[src/rtl/spg_pkg.sv]
// Package: shared setting layout and rate classification for the
// sample period generator. Assumes a 7-bit multiplier field under a
// single base-select bit.
package spg_pkg;
    localparam int MULT_W        = 7;
    localparam int SET_W         = MULT_W + 1;
    localparam int FAST_MULT_MAX = 7;  // largest short-base multiplier still at high rate

    typedef struct packed {
        logic              long_base;
        logic [MULT_W-1:0] mult;
    } spg_setting_t;

    localparam spg_setting_t SET_RESET = '{long_base: 1'b0, mult: MULT_W'(1)};

    // True when the setting yields a rate below the high-rate threshold.
    function automatic logic rate_is_low(spg_setting_t s);
        return s.long_base || (s.mult > MULT_W'(FAST_MULT_MAX));
    endfunction
endpackage

[src/rtl/spg_cfg_reg.sv]
// Setting register: captures the low byte of a write, exposes it
// zero-extended, and flags the low-rate mode. Assumes the upper write
// bits carry no meaning.
module spg_cfg_reg
    import spg_pkg::*;
#(
    parameter int REG_W = 16
) (
    input  logic             clk,
    input  logic             rst_n,
    input  logic             we,
    input  logic [REG_W-1:0] wdata,
    output spg_setting_t     setting,
    output logic [REG_W-1:0] rdata,
    output logic             low_rate
);
    spg_setting_t set_q;
    logic         unused_wdata_hi;

    // Hold the setting; load it on a write.
    always_ff @(posedge clk) begin
        if (!rst_n) begin
            set_q <= SET_RESET;
        end else if (we) begin
            set_q <= spg_setting_t'(wdata[SET_W-1:0]);
        end
    end

    // Expose the setting, zero-extended, and its rate class.
    always_comb begin
        setting  = set_q;
        rdata    = REG_W'(set_q);
        low_rate = rate_is_low(set_q);
    end

    assign unused_wdata_hi = ^wdata[REG_W-1:SET_W];
endmodule

[src/rtl/spg_prescaler.sv]
// Prescaler: emits one tick per base unit, with the unit length chosen
// from two cycle-count parameters. Assumes both counts are at least 2.
module spg_prescaler #(
    parameter int SHORT_CYCLES = 4,
    parameter int LONG_CYCLES  = 124
) (
    input  logic clk,
    input  logic rst_n,
    input  logic restart,
    input  logic run,
    input  logic long_base,
    output logic tick
);
    localparam int MAX_CYCLES = (LONG_CYCLES > SHORT_CYCLES) ? LONG_CYCLES : SHORT_CYCLES;
    localparam int CNT_W      = $clog2(MAX_CYCLES + 1);

    logic [CNT_W-1:0] cnt_q;
    logic [CNT_W-1:0] term;

    // Pick the terminal count and flag a tick there.
    always_comb begin
        term = long_base ? CNT_W'(LONG_CYCLES - 1) : CNT_W'(SHORT_CYCLES - 1);
        tick = run && (cnt_q == term);
    end

    // Count cycles inside one base unit; clear on restart, hold when idle.
    always_ff @(posedge clk) begin
        if (!rst_n || restart) begin
            cnt_q <= '0;
        end else if (run) begin
            cnt_q <= tick ? '0 : cnt_q + 1'b1;
        end
    end
endmodule

[src/rtl/spg_unit_counter.sv]
// Unit counter: counts base-unit ticks and raises the strobe on the
// (multiplier + 1)-th tick. Assumes ticks never come in adjacent cycles.
module spg_unit_counter #(
    parameter int MULT_W = 7
) (
    input  logic              clk,
    input  logic              rst_n,
    input  logic              restart,
    input  logic              tick,
    input  logic [MULT_W-1:0] mult,
    output logic              strobe
);
    logic [MULT_W-1:0] units_q;

    // Strobe on the tick that completes the last unit.
    assign strobe = tick && (units_q == mult);

    // Advance the unit count per tick; wrap after the strobe.
    always_ff @(posedge clk) begin
        if (!rst_n || restart) begin
            units_q <= '0;
        end else if (tick) begin
            units_q <= strobe ? '0 : units_q + 1'b1;
        end
    end
endmodule

[src/rtl/sample_period_gen.sv]
// Top: programmable sample period generator. The period is the selected
// base unit times (multiplier + 1). A write restarts the interval and
// sleep freezes it. Assumes SHORT_CYCLES and LONG_CYCLES are both >= 2.
module sample_period_gen
    import spg_pkg::*;
#(
    parameter int SHORT_CYCLES = 4,
    parameter int LONG_CYCLES  = 124,
    parameter int REG_W        = 16
) (
    input  logic             clk,
    input  logic             rst_n,
    input  logic             cfg_we,
    input  logic [REG_W-1:0] cfg_wdata,
    input  logic             sleep,
    output logic [REG_W-1:0] cfg_rdata,
    output logic             sample_strobe,
    output logic             low_rate
);
    spg_setting_t setting;
    logic         tick;

    spg_cfg_reg #(.REG_W(REG_W)) u_cfg (
        .clk      (clk),
        .rst_n    (rst_n),
        .we       (cfg_we),
        .wdata    (cfg_wdata),
        .setting  (setting),
        .rdata    (cfg_rdata),
        .low_rate (low_rate)
    );

    spg_prescaler #(.SHORT_CYCLES(SHORT_CYCLES), .LONG_CYCLES(LONG_CYCLES)) u_pre (
        .clk       (clk),
        .rst_n     (rst_n),
        .restart   (cfg_we),
        .run       (!sleep),
        .long_base (setting.long_base),
        .tick      (tick)
    );

    spg_unit_counter #(.MULT_W(MULT_W)) u_units (
        .clk     (clk),
        .rst_n   (rst_n),
        .restart (cfg_we),
        .tick    (tick),
        .mult    (setting.mult),
        .strobe  (sample_strobe)
    );
endmodule

[config.mk]
export PLATFORM = sky130hd
export DESIGN_NAME = sample_period_gen
export DESIGN_NICKNAME = d
export VERILOG_FILES = /design/src/rtl/spg_pkg.sv /design/src/rtl/spg_cfg_reg.sv /design/src/rtl/spg_prescaler.sv /design/src/rtl/spg_unit_counter.sv /design/src/rtl/sample_period_gen.sv
export SDC_FILE = /design/constraint.sdc
export NUM_CORES = 1
export LEC_CHECK = 0
export ABC_CLOCK_PERIOD_IN_PS = 2600
export BUFFER_PORTS_ARGS = -buffer_cell sky130_fd_sc_hd__buf_2
export CORE_ASPECT_RATIO = 1.4
export CORE_MARGIN = 4
export CORE_UTILIZATION = 49
export DETAILED_ROUTE_END_ITERATION = 10
export GPL_TIMING_DRIVEN = 0
export PLACE_DENSITY = 0.78
export SYNTH_ARGS = -nofsm -noshare
export SYNTH_HDL_FRONTEND = slang
export SYNTH_SLANG_ARGS = --single-unit
[constraint.sdc]
create_clock -name clk -period 2.6 [get_ports clk]
set_input_delay 0.13 -clock clk [delete_from_list [all_inputs] [get_ports clk]]
set_output_delay 0.13 -clock clk [all_outputs]
set_load 0.02 [all_outputs]
[After elaboration in Yosys (flattened, before gate mapping)]
Cells that the tools add are included.
Storage, ports and cells
  register bits after elaboration: 22
  bits of input ports: 20
  output and inout port bits: 18
  word-level logic and storage cells: 18
Operators by class
  $add $sub $neg: 2
  magnitude comparators: 1
  eq/ne operators: 2
  muxes and demuxes: 3
  reduce and logical (&&, ||, !) cells: 6
Operators by type and width (count)
  $mux 7: 3
  $add 7x1->7 const B: 2
  $eq 7x7->1: 2
  $gt 7x3->1 const B: 1
  $logic_and 1x1->1: 2
  $logic_not 1->1: 2
  $logic_or 1x1->1: 2

[Longest topological paths before layout]
Gate-level depths: netlist of run 1.
  depth after elaboration: 5
  mapped depth: 6
  gate-level depth less buffers: 5

[Hierarchy]
From an unflattened synthesis of run 1, not the netlist that was laid out.
Unflattened totals
  cell total of the unflattened synthesis: 133
  area total of the unflattened synthesis: 1247.4 µm²
By module, submodules not included
  spg_unit_counter: instances 1, cells an instance 43, area each 437.9 µm², sequential area each 140.1 µm²
  spg_cfg_reg: instances 1, cells an instance 45, area each 435.4 µm², sequential area each 160.2 µm²
  spg_prescaler: instances 1, cells an instance 44, area each 370.4 µm², sequential area each 140.1 µm²
  sample_period_gen: instances 1, cells an instance 1, area each 3.8 µm², sequential area each 0.0 µm²

[Worst setup path after synthesis of run 1]
No wires, ideal clock.
  path kind: reg2out
  start point: register u_pre.cnt_q[6]
  end point: output port sample_strobe
  data arrival time: 2007 ps
  data required time: 2470 ps
  setup slack: 463 ps
  stages on the path, launching flop included: 5
  buffers on the path: 1
  cell sequence: dfxtp_1 or4_4 o22a_4 clkbuf_1 nor4_1
Between the ends
  word-level cells in the longest chain between the ends: 3
Ends and longest elaborated chain
  from (decl): line spg_prescaler.sv:17  | logic [CNT_W-1:0] cnt_q;
  from (signal assigned): line spg_prescaler.sv:31  | cnt_q <= tick ? '0 : cnt_q + 1'b1;
  $eq 7x7->1: line spg_prescaler.sv:23  | tick = run && (cnt_q == term);
  $logic_and 1x1->1: line spg_prescaler.sv:23
  $logic_and 1x1->1: line spg_unit_counter.sv:16  | assign strobe = tick && (units_q == mult);
  to (decl): line sample_period_gen.sv:17  | output logic sample_strobe,
No other way between the ends.

[Worst setup path in the final report of run 1]
  start point: register u_cfg.set_q, in the netlist u_cfg.rdata[7]
  end point: output port sample_strobe
Between the ends
  word-level cells in the longest chain between the ends: 4
Ends and longest elaborated chain
  from (decl): line spg_cfg_reg.sv:17  | spg_setting_t set_q;
  from (signal assigned): line spg_cfg_reg.sv:25  | set_q <= spg_setting_t'(wdata[SET_W-1:0]);
  $mux 7: line spg_prescaler.sv:22  | term = long_base ? CNT_W'(LONG_CYCLES - 1) : CNT_W'(SHORT_CYCLES - 1);
  $eq 7x7->1: line spg_prescaler.sv:23
  $logic_and 1x1->1: line spg_prescaler.sv:23
  $logic_and 1x1->1: line spg_unit_counter.sv:16
No other way between the ends.

==> results.py, run 1 <==
metrics = {
    "run_status": {
        "status": "finished clean",
    },
    "die": {
        "fp.dieW_um": 49.3,
        "start_util_pct": 52.5,
        "core_area_um2": 2230,
        "die_area_um2": 3240,
        "pin_count": 38,
        "rows": 20,
        "die_h_um": 65.8,
    },
    "synthesis": {
        "synth_area_um2": 1170,
        "synth_seq_cells": 22,
        "synth_top_family_by_area": "simple AND/OR/NAND/NOR gates",
        "synth_edf_count": 0,
        "yosysSeqAreaShare_pct": 37.6,
        "synth_adder_area_share_pct": 2.14,
        "synthTopCellsByArea": "dfxtp_1, mux2i_1, xnor2_1",
        "postSynthCellCount": 128,
        "avgSynthCellArea_um2": 9.14,
        "async_flop_share_pct": 0,
        "synthXorXnorAreaFrac_pct": 8.24,
        "synth-main-ff-cell": "dfxtp_1",
        "muxShareOfSynthArea_pct": 7.70,
        "synth_top_area_share_pct": 37.6,
        "synth_compound_area_share_pct": 14.5,
        "synth.distinct_cells": 32,
        "ys_warn_count": 0,
        "yosysTopAreaCell": "dfxtp_1",
        "synth-simple-area-share_pct": 21.7,
    },
    "placement": {
        "post_dp_cell_area_um2": 1320,
        "gp_congestion": 0.745,
        "placedCellCount": 176,
        "dp.final_hpwl_um": 1830,
        "io_buffers": 19,
    },
    "routing": {
        "drc": 0,
        "postRouteAntennaNets": 0,
        "num_vias": 944,
        "wl_per_cell_um": 12.3,
        "wl_um": 2220,
        "vias_per_cell": 5.24,
        "drtIter0Drc": 19,
        "firstDrtPassIters": 2,
    },
    "finish": {
        "syn_to_final_growth_pct": 15.8,
        "antennaDiodeCount": 0,
        "final_core_utilization_pct": 60.8,
        "mostFrequentLayoutCells": "dfxtp_1, buf_2, xnor2_1, mux2i_1, buf_4",
        "layout_commonest_cell": "dfxtp_1",
        "final-instance-count-excl-fill": 180,
        "stdcell_area_um2": 1360,
        "final_nets": 181,
        "drive_gt1_share_pct": 23.4,
    },
    "power_and_ir_drop": {
        "powerDensity_nw_per_um2": 474,
        "vdd_drop_max_v": 0.000391,
        "p_leak_uw": 0.000541,
    },
    "timing": {
        "rsz0062_at_grt": "false",
        "finalSetupViolCount": 0,
        "finalSetupTns_ps": 0,
        "maxSlewHeadroom_pct": 51.7,
        "worst_pin_slew_ps": 723,
        "skew_ps": 1.99,
        "finalHoldViolCount": 0,
        "finalCriticalPeriod_ps": 2430,
        "whs_ps": 31.0,
        "period_share_pct": 93.4,
        "maxSlewViolCount": 0,
        "max_freq_ghz": 0.412,
    },
    "global_routing": {
        "grt_util_met2_pct": 29.2,
        "antenna_found_initial": 0,
        "grt_start_max_net_pins": 13,
        "grtUsageMet1_pct": 16.6,
        "grt_pass1_wl_um": 3910,
        "gr-total-overflow": 0,
        "grt_use_met3_pct": 1.35,
        "grt.total_usage_pct": 15.1,
        "top_usage_layer": "met2",
        "grt_pass1_vias": 955,
    },
    "setup_path": {
        "worstPathArrival_ps": 2300,
        "critical_path_class": "reg2out",
        "critical_path.endpoint_type": "primary output",
        "worstSetupStartpointType": "flop",
        "required_ps": 2470,
        "worstPathMaxFanout": 10,
    },
    "job": {
        "maxCapViolCount": 0,
    },
    "cts": {
        "numCtsBuffers": 3,
        "cts-root-buf": "clkbuf_4",
        "clk_pin_slew_worst_paths_ps": 120,
        "clk_latency_ps": 310,
        "cts_setup_buffers": 0,
        "cts_buffer_depth": 2,
        "tritoncts": "yes",
        "htree_num_levels": 1,
        "hold_buffers": 0,
        "cts_sinks": 22,
        "ctsResizeCount": 0,
    },
    "min_path": {
        "hp-class": "in2reg",
    },
}
==> through the flow <==
step / total power (µW) / setup slack [ps]
after CTS: 646 / 174
after global placement: 460 / 540
final: 642 / 172
after detailed placement: 462 / 530
after floorplan: 436 / 463
after global routing: 671 / 41.7
==> Yosys cell counts (all sizes together), types with 2 or more instances <==
cell type	instances
dfxtp	22
a21oi	9
buf	9
mux2i	9
o21ai	9
xnor2	9
nor2	8
nor2b	8
nand2	6
or3	5
clkbuf	4
nand3	4
nand4	4
ha	2
inv	2
o2111ai	2
or4	2
xor2	2
==> worst max-delay path, cell delays in order (launching register included) <==
cell and delay, ps:
dfxtp_1 380, or4_4 540, o22a_4 260, clkbuf_1 210, nor4_1 370, buf_2 230
==> report_power, final <==
group / total [µW] / leakage, µW / internal, µW / switching (µW)
sequential: 354 / 0.000179 / 345 / 8.91
combinational: 100 / 0.000341 / 43.2 / 57.1
clock: 188 / 0.0000210 / 85.6 / 102
total: 642 / 0.000541 / 474 / 168
==> routing by layer <==
metal / part of all wire, % / vias up / routed length [µm]
li1: - / 504 / -
met1: 42 / 412 / 927
met2: 52 / 23 / 1150
met3: 4.5 / 5 / 99
met4: 1.8 / 0 / 40
met5: 0 / - / 0
==> kinds of logic (layout without fill, tap and decap cells) <==
kind of cell	count (synthesis)	after routing
buffers and inverters	15	38
adder cells (fa/ha/maj)	2	2
AND/OR/NAND/NOR	44	44
other	1	8
AO/OA/AOI/OAI	24	24
multiplexers	9	9
flip-flops	22	22
XOR/XNOR	11	11
==> sequential cells by signal, summed over array words and instances, names as in the netlist <==
| name | flops |
|---|---|
| u_cfg.rdata | 8 |
| u_pre.cnt_q | 7 |
| u_units.units_q | 7 |
==> worst paths after layout <==
kind             startpoint                 end  slack [ps]  cells past startpoint
max          u_cfg.rdata[7]       sample_strobe         170                      5
min            cfg_wdata[0]      u_cfg.rdata[0]          30                      3
max reg2reg  u_pre.cnt_q[0]  u_units.units_q[6]         520                      5
min reg2reg  u_pre.cnt_q[0]      u_pre.cnt_q[0]         500                      2
==> area by class of cell <==
type                            count  area [µm²]
Clock buffer                        4        36.3
Sequential cell                    22         440
Inverter                            2        7.51
Tap cell                           22        27.5
Multi-Input combinational cell     98         666
Timing Repair Buffer               19        95.1
Buffer                             13        82.6
Fill cell                         191         872
Power figures use the tool's default switching activity.
==> run 2, diff against run 1 <==
--- a/config.mk
+++ b/config.mk
@@ -9,10 +9,11 @@
 export BUFFER_PORTS_ARGS = -buffer_cell sky130_fd_sc_hd__buf_2
 export CORE_ASPECT_RATIO = 1.4
 export CORE_MARGIN = 4
-export CORE_UTILIZATION = 49
+export CORE_UTILIZATION = 52
+export CTS_BUF_LIST = sky130_fd_sc_hd__clkbuf_2 sky130_fd_sc_hd__clkbuf_4 sky130_fd_sc_hd__clkbuf_8
 export DETAILED_ROUTE_END_ITERATION = 10
 export GPL_TIMING_DRIVEN = 0
-export PLACE_DENSITY = 0.78
+export PLACE_DENSITY = 0.82
 export SYNTH_ARGS = -nofsm -noshare
 export SYNTH_HDL_FRONTEND = slang
 export SYNTH_SLANG_ARGS = --single-unit
==> run 2 against run 1 <==
  * Critical path depth unchanged
  * Cell count shrank 0.56%
  * Register-to-register slack is essentially flat
  * Critical endpoint unchanged
  * Maximum frequency decreased by 0.12%
  * Flip-flop and latch count stayed put
  * Clock skew increased by 1.9 ps
  * Setup slack lost 3.0 ps
  * First-iteration DRC count down 5.3%
  * Via count rose by 5.9%
==> results.py, run 2 (same netlist as run 1, synthesis figures left out) <==
metrics = {
    "finish": {
        "final_nets": 181,
        "fillers": 182,
        "final-instance-count-excl-fill": 179,
        "drive_gt1_share_pct": 22.9,
        "largest_reg_flops": 8,
        "final_core_utilization_pct": 62.3,
        "layout_commonest_cell": "dfxtp_1",
        "syn_to_final_growth_pct": 14.7,
        "mostFrequentLayoutCells": "dfxtp_1, buf_2, xnor2_1, mux2i_1, buf_4",
        "antennaDiodeCount": 0,
    },
    "cts": {
        "tritoncts": "yes",
        "hold_buffers": 0,
        "htree_num_levels": 1,
        "cts-root-buf": "clkbuf_4",
        "clk_pin_slew_worst_paths_ps": 110,
        "cts_setup_buffers": 0,
        "ctsResizeCount": 0,
        "cts_buffer_depth": 2,
        "cts_sinks": 22,
        "numCtsBuffers": 3,
        "clk_latency_ps": 310,
    },
    "timing": {
        "finalHoldViolCount": 0,
        "fin_ws_ps": 169,
        "finalSetupViolCount": 0,
        "rsz0062_at_grt": "false",
        "finalSetupTns_ps": 0,
        "period_share_pct": 93.5,
        "maxSlewHeadroom_pct": 51.6,
        "worst_pin_slew_ps": 725,
        "skew_ps": 3.92,
        "max_freq_ghz": 0.411,
        "maxSlewViolCount": 0,
        "finalCriticalPeriod_ps": 2430,
    },
    "job": {
        "maxCapViolCount": 0,
    },
    "global_routing": {
        "grt.total_usage_pct": 16.9,
        "grt_util_met2_pct": 28.0,
        "gr-total-overflow": 0,
        "antenna_found_initial": 0,
        "grt_pass1_wl_um": 3700,
        "grt_start_max_net_pins": 12,
        "grt_pass1_vias": 924,
        "grtUsageMet1_pct": 17.1,
        "top_usage_layer": "met2",
        "grt_use_met3_pct": 3.38,
    },
    "min_path": {
        "hp-class": "in2reg",
        "hp-start": "cfg_wdata[0]",
        "min_path_cells": 3,
        "worst_hold_path.endpoint": "u_cfg.rdata[0]",
    },
    "setup_path": {
        "critical_path_class": "reg2out",
        "r2r-start": "u_pre.cnt_q[0]",
        "worstPathArrival_ps": 2300,
        "crit_chain": "or4_4 > o22a_4 > clkbuf_1 > nor4_1 > buf_2",
        "required_ps": 2470,
        "slowest_stage": "or4_4",
        "r2r-end": "u_units.units_q[6]",
        "worstPathMaxFanout": 10,
        "timing.reg2reg.setup_slack_ps": 520,
        "rr_worst_depth": 5,
        "worstSetupStartpointType": "flop",
        "critical_path.endpoint_type": "primary output",
        "critPathMaxStageDelay_ps": 550,
    },
    "die": {
        "rows": 20,
        "fp.dieW_um": 48.1,
        "die_h_um": 64.1,
        "die_area_um2": 3080,
        "pin_count": 38,
        "core_area_um2": 2150,
        "start_util_pct": 54.4,
    },
    "placement": {
        "gp_congestion": 0.822,
        "dpl_worst_slack_ps": 547,
        "io_buffers": 19,
        "dp.final_hpwl_um": 1840,
        "placedCellCount": 176,
    },
    "routing": {
        "drc": 0,
        "firstDrtPassIters": 4,
        "num_vias": 1000,
        "vias_per_cell": 5.59,
        "wl_per_cell_um": 13.0,
        "drtIter0Drc": 18,
        "postRouteAntennaNets": 0,
        "wl_um": 2320,
    },
    "power_and_ir_drop": {
        "vdd_drop_max_v": 0.000337,
        "p_leak_uw": 0.000534,
        "total_power_uw": 607,
        "powerDensity_nw_per_um2": 453,
    },
    "run_status": {
        "status": "finished clean",
    },
}
run 2: metrics by stage:
step	area (µm²)	hold slack [ps]
6_report	1340	33.8
4_1_cts	1340	23.2
3_5_place_dp	1320	352
2_1_floorplan	1200	192
5_1_grt	1340	28.5
3_3_place_gp	1320	347
run 2: report_power, final:
| group | total (µW) | switching, µW | internal [µW] | leakage (µW) |
|---|---|---|---|---|
| Sequential | 355 | 9.39 | 345 | 0.000179 |
| Clock | 153 | 98.5 | 54.2 | 0.0000138 |
| Combinational | 99.6 | 56.4 | 43.2 | 0.000341 |
run 2: cell type report:
cell class              instances  area (µm²)  share of cell area, %
plain buffers                  13        82.6                   6.16
clock buffers                   3        22.5                   1.68
inverters                       2        7.51                  0.560
multi-input cells              98         666                   49.6
flip-flops and latches         22         440                   32.8
well taps                      22        27.5                   2.05
repair buffers                 19        95.1                   7.09
run 2: how the worst max path moves through the flow:
| stage | startpoint | endpoint | slack (ps) | cells after the start |
|---|---|---|---|---|
| after floorplan | u_pre.cnt_q[6] | sample_strobe | 460 | 4 |
| after global placement | u_cfg.rdata[7] | sample_strobe | 550 | 5 |
| after detailed placement | u_cfg.rdata[7] | sample_strobe | 550 | 5 |
| after CTS | u_cfg.rdata[7] | sample_strobe | 190 | 5 |
| after global routing | u_cfg.rdata[7] | sample_strobe | 70 | 5 |
| final | u_cfg.rdata[7] | sample_strobe | 170 | 5 |
run 2: layer usage:
metal / vias to the layer above / share of wire (%)
met5: - / 0
met4: 0 / 4.0
met3: 8 / 6.0
met2: 34 / 51
met1: 462 / 39
li1: 496 / -
run 2: worst max-delay path, delay by kind of cell (launching register included):
family / cells / cell delay (ps)
flops: 1 / 390
compound gates: 1 / 260
simple gates: 2 / 910
buf+inv: 2 / 440
